## config.mk

```make
export PLATFORM = sky130hd
export DESIGN_NAME = mbx_int_top
export DESIGN_NICKNAME = d
export VERILOG_FILES = /design/src/rtl/mbx_pkg.sv /design/src/rtl/mbx_port_dec.sv /design/src/rtl/mbx_wr_track.sv /design/src/rtl/mbx_flag.sv /design/src/rtl/mbx_int_top.sv
export SDC_FILE = /design/constraint.sdc
export NUM_CORES = 1
export LEC_CHECK = 0
export BUFFER_PORTS_ARGS = -buffer_cell sky130_fd_sc_hd__buf_4
export CELL_PAD_IN_SITES_DETAIL_PLACEMENT = 2
export CELL_PAD_IN_SITES_GLOBAL_PLACEMENT = 2
export CORE_AREA = 2 2 53 55
export DETAILED_ROUTE_END_ITERATION = 10
export DIE_AREA = 0 0 55 57
export GPL_TIMING_DRIVEN = 0
export PLACE_DENSITY = 0.82
export SLEW_MARGIN = 10
export SYNTH_ARGS = -nofsm -noshare
export SYNTH_HDL_FRONTEND = slang
export SYNTH_SLANG_ARGS = --single-unit
export TNS_END_PERCENT = 50
```

## constraint.sdc

```tcl
create_clock -name clk -period 1.15 [get_ports clk]
set_clock_uncertainty 0.1 [all_clocks]
set_input_delay 0.0575 -clock clk [delete_from_list [all_inputs] [get_ports clk]]
set_output_delay 0.0575 -clock clk [all_outputs]
set_load 0.01 [all_outputs]
```

## src/rtl/mbx_pkg.sv

```systemverilog
package mbx_pkg;

   typedef struct packed {
      logic ce_n;
      logic rw_n;
      logic oe_n;
      logic busy_n;
   } port_ctl_t;

   localparam int NUM_PORTS = 2;

   function automatic int peer_of(input int p);
      return (p == 0) ? 1 : 0;
   endfunction

endpackage

```

## src/rtl/mbx_port_dec.sv

```systemverilog
module mbx_port_dec
   import mbx_pkg::*;
#(
   parameter int           AW           = 15,
   parameter logic [AW-1:0] WR_ADDR     = '1,
   parameter logic [AW-1:0] RD_ADDR     = '1,
   parameter bit           CLR_NEEDS_OE = 1'b1
) (
   input  port_ctl_t        ctl,
   input  logic [AW-1:0]    addr,
   output logic             wr_hit,
   output logic             rd_clr
);
   logic rd_strobe;

   assign wr_hit = !ctl.ce_n && !ctl.rw_n && (addr == WR_ADDR);

   generate
      if (CLR_NEEDS_OE) begin : g_oe
         assign rd_strobe = !ctl.ce_n && ctl.rw_n && !ctl.oe_n;
      end else begin : g_no_oe
         assign rd_strobe = !ctl.ce_n && ctl.rw_n;
      end
   endgenerate

   assign rd_clr = rd_strobe && ctl.busy_n && (addr == RD_ADDR);
endmodule

```

## src/rtl/mbx_wr_track.sv

```systemverilog
module mbx_wr_track (
   input  logic clk,
   input  logic rst_n,
   input  logic wr_hit,
   input  logic busy_n,
   output logic set_pulse
);
   logic armed_q;

   always_ff @(posedge clk or negedge rst_n) begin
      if (!rst_n) armed_q <= 1'b0;
      else        armed_q <= wr_hit && busy_n;
   end

   assign set_pulse = armed_q && !wr_hit;
endmodule

```

## src/rtl/mbx_flag.sv

```systemverilog
module mbx_flag (
   input  logic clk,
   input  logic rst_n,
   input  logic set_i,
   input  logic clr_i,
   output logic flag_n
);
   always_ff @(posedge clk or negedge rst_n) begin
      if (!rst_n)     flag_n <= 1'b1;
      else if (set_i) flag_n <= 1'b0;
      else if (clr_i) flag_n <= 1'b1;
   end
endmodule

```

## src/rtl/mbx_int_top.sv

```systemverilog
module mbx_int_top
   import mbx_pkg::*;
#(
   parameter int AW           = 15,
   parameter bit CLR_NEEDS_OE = 1'b1
) (
   input  logic          clk,
   input  logic          rst_n,
   input  logic          ce_l_n,
   input  logic          rw_l_n,
   input  logic          oe_l_n,
   input  logic          busy_l_n,
   input  logic [AW-1:0] addr_l,
   input  logic          ce_r_n,
   input  logic          rw_r_n,
   input  logic          oe_r_n,
   input  logic          busy_r_n,
   input  logic [AW-1:0] addr_r,
   output logic          int_l_n,
   output logic          int_r_n
);
   localparam logic [AW-1:0] ADDR_TOP  = {AW{1'b1}};
   localparam logic [AW-1:0] ADDR_NEXT = {{(AW-1){1'b1}}, 1'b0};

   generate
      if (AW < 2) begin : g_bad_aw
         $error("mbx_int_top: AW must be at least 2");
      end
   endgenerate

   port_ctl_t             ctl    [NUM_PORTS];
   logic [AW-1:0]         addr   [NUM_PORTS];
   logic [NUM_PORTS-1:0]  wr_hit;
   logic [NUM_PORTS-1:0]  rd_clr;
   logic [NUM_PORTS-1:0]  set_p;
   logic [NUM_PORTS-1:0]  flag_n;

   assign ctl[0]  = '{ce_n: ce_l_n, rw_n: rw_l_n, oe_n: oe_l_n, busy_n: busy_l_n};
   assign ctl[1]  = '{ce_n: ce_r_n, rw_n: rw_r_n, oe_n: oe_r_n, busy_n: busy_r_n};
   assign addr[0] = addr_l;
   assign addr[1] = addr_r;

   // Port 0 (left) rings the top location and acknowledges the next one;
   // port 1 (right) does the reverse. Flag p is raised by port p.
   for (genvar p = 0; p < NUM_PORTS; p++) begin : g_port
      localparam logic [AW-1:0] WR_A = (p == 0) ? ADDR_TOP  : ADDR_NEXT;
      localparam logic [AW-1:0] RD_A = (p == 0) ? ADDR_NEXT : ADDR_TOP;

      mbx_port_dec #(
         .AW(AW), .WR_ADDR(WR_A), .RD_ADDR(RD_A), .CLR_NEEDS_OE(CLR_NEEDS_OE)
      ) u_dec (
         .ctl(ctl[p]), .addr(addr[p]), .wr_hit(wr_hit[p]), .rd_clr(rd_clr[p])
      );

      mbx_wr_track u_trk (
         .clk(clk), .rst_n(rst_n), .wr_hit(wr_hit[p]),
         .busy_n(ctl[p].busy_n), .set_pulse(set_p[p])
      );

      mbx_flag u_flag (
         .clk(clk), .rst_n(rst_n), .set_i(set_p[p]),
         .clr_i(rd_clr[peer_of(p)]), .flag_n(flag_n[p])
      );
   end

   assign int_r_n = flag_n[0];
   assign int_l_n = flag_n[1];
endmodule

```

==> flow_summary.yaml <==
run_status:
  outcome: "complete, no violations"
worst_setup_path:
  path_cells: "dlygate4sd3_1 > buf_4 > nand2_1 > nor3_2 > a21oi_1 > a21oi_1"
  crit_start: "addr_r[0]"
  max_stage_delay_ns: 0.53
  worstSetupEndpointType: "register"
  worst-path-buf-inv: 2
  r2r_slack_ns: 0.27
  reg2regPathDepth: 2
  path_max_fanout: 2
  crit_family: "buffers and inverters"
  crit_path_end: "g_port[0].u_flag.flag_n$_DFFE_PN1P_"
  rr_startpoint: "g_port[0].u_flag.flag_n$_DFFE_PN1P_"
  crit_top_cell: "a21oi_1"
  start_kind: "primary input"
  worstPathArrival_ns: 1.15
  setup.worst_path.class: "in -> reg"
  required_ns: 1.21
  r2r_end: "g_port[0].u_flag.flag_n$_DFFE_PN1P_"
  cp.depth: 6
  worst_path_max_delay_cell: "dlygate4sd3_1"
final_layout:
  design_area_um2: 672
  finalNonFillerCells: 108
  fillers: 323
  diodes: 0
  fin_util_pct: 25.7
  area_delta_synth_final_pct: 171
  layout-drive-gt1-share_pct: 63.6
  num-nets-final: 119
  layout_common_cells: "buf_4 (41), dlygate4sd3_1 (5), nand4_1 (4), a21oi_1 (4)"
  final_common_cell: "buf_4"
clock_tree:
  numCtsBuffers: 3
  root_buffer: "clkbuf_4"
  clk_pin_slew_ns: 0.03
  clock_sinks: 4
  clkLatencyLatePin_ns: 0.23
  clock_tree.buffer_depth: 2
  htreeDepth: 1
  cts_tree: "done"
logic_synthesis:
  synth_cell_types: 13
  syn-instance-count: 28
  synth.area.top_cells: "dfstp_2 (21%), dfrtp_1 (20%), nand4_1 (10%)"
  yosysTopAreaCellShare_pct: 21.2
  yosysTopAreaCell: "dfstp_2"
  yosys_warnings: 0
  synth_seq_cells: 4
  yosysSeqAreaShare_pct: 41.4
  synth_nets: 68
  avgSynthCellArea_um2: 8.85
  synth_area_um2: 248
sta:
  hold_viol_final: 0
  slew_violations: 0
  setup_viol: 0
  setup-tns-final_ns: 0
  worst_slew_pin_slew_ns: 0.331
  period_minus_slack_ns: 1.09
  post-route-period-util_pct: 95.1
  relSlewSlack_pct: 77.6
  max_freq_mhz: 914
drt:
  antenna_left: 0
  via_count: 443
  drc: 0
  drt_wl_total_mm: 1.41
  drt_iter0_drc: 1
  drtPass1Iterations: 3
  drt-vias-per-instance: 4.10
  avgRoutedWirePerCell_um: 13.0
power_and_ir_drop:
  p_leak_nw: 0.317
  p_total_mw: 0.452
  pwr_density_cell_nw_per_um2: 672
  peakVddDrop_v: 0.000415
worst_hold_path:
  min_from: "rw_l_n"
  hold_path_class: "in -> reg"
  hold_path_depth: 3
floorplan:
  dieArea_um2: 3140
  core_um2: 2620
  die_h_um: 57
  start_util_pct: 9.47
  rows: 19
  io_pins: 42
  die_w_um: 55
grt:
  overflow: 0
  grt_pass1_wl_mm: 2.13
  grt_start_max_net_pins: 5
  grt_pass1_vias: 558
  antenna_found_initial: 0
  grt.total_usage_pct: 9.92
placement:
  dpl.cell_count: 100
  placed_cell_area_um2: 594
  port_buffers: 41
  dp_hpwl_mm: 1.14
  place_congestion: 0.601
flow_run:
  drv_cap: 0
[final cells by class]
type	instances	area, µm²	area share, %
multi-input combinational	22	143	21.2
clock buffer	3	22.5	3.35
sequential	4	103	15.3
inverter	2	7.51	1.12
timing repair buffer	46	358	53.3
tap	31	38.8	5.77
[per-stage QoR]
stage / hold WS [ns] / setup WS, ns
global route: 0.0537 / -0.0200
floorplan: -0.338 / 0.230
detailed placement: -0.245 / -0.0141
finish: 0.0230 / 0.0559
CTS: 0.0207 / 0.0247
global placement: -0.248 / -0.00500
[cells by family (layout without fill, tap and decap cells)]
group | Yosys count | in the layout | synth area share (%)
compound gates | 4 | 4 | 8.08
buf+inv | 2 | 51 | 3.03
flops | 4 | 4 | 41.4
simple gates | 18 | 18 | 47.5
[Yosys cell counts]
master and number:
a21oi_1 4, dfrtp_1 2, dfstp_2 2, inv_1 2, nand2_1 2, nand3_1 2
nand3b_1 1, nand4_1 4, nand4b_1 2, nor2_1 3, nor3_1 1, nor4_2 2
nor4b_1 1
[what timing repair did]
action                                  CTS  global route
gates resized for setup                   0             1
hold buffers                              5             0
endpoints found under the setup margin    0             1
buffers inserted                          0             0
endpoints found under the hold margin     7             0
[metal layers]
metal	wire length (µm)	vias to the layer above	part of all wire, %	track usage (%)
li1	-	206	-	-
met1	447	193	32	7.64
met2	723	42	51	18.9
met3	222	2	16	5.50
met4	11	0	0.78	4.18
met5	0	-	0	0
[worst min-delay path by stage]
stage | endpoint | slack (ns)
6_report | g_port[0].u_flag.flag_n$_DFFE_PN1P_ | 0.02
4_1_cts | g_port[0].u_flag.flag_n$_DFFE_PN1P_ | 0.02
2_1_floorplan | g_port[0].u_trk.armed_q$_DFF_PN0_ | -0.34
3_3_place_gp | g_port[0].u_trk.armed_q$_DFF_PN0_ | -0.25
5_1_grt | g_port[0].u_trk.armed_q$_DFF_PN0_ | 0.05
3_5_place_dp | g_port[1].u_trk.armed_q$_DFF_PN0_ | -0.24
[worst register-to-register path, cell delays in order, from the launching register on]
cell,delay [ns]
dfstp_2,0.52
a21oi_1,0.04
a21oi_1,0.14
[report_power, final]
part           internal [mW]  switching [mW]
Clock                  0.117          0.0570
Combinational          0.101          0.0353
Sequential             0.142      0.00000739
Total                  0.360          0.0923
[registers in the layout, summed over array words and instances, names as in the netlist]
signal	flops
g_port.u_trk.armed_q	2
g_port.u_flag.flag_n	2
(Power assumes the default switching activity.)
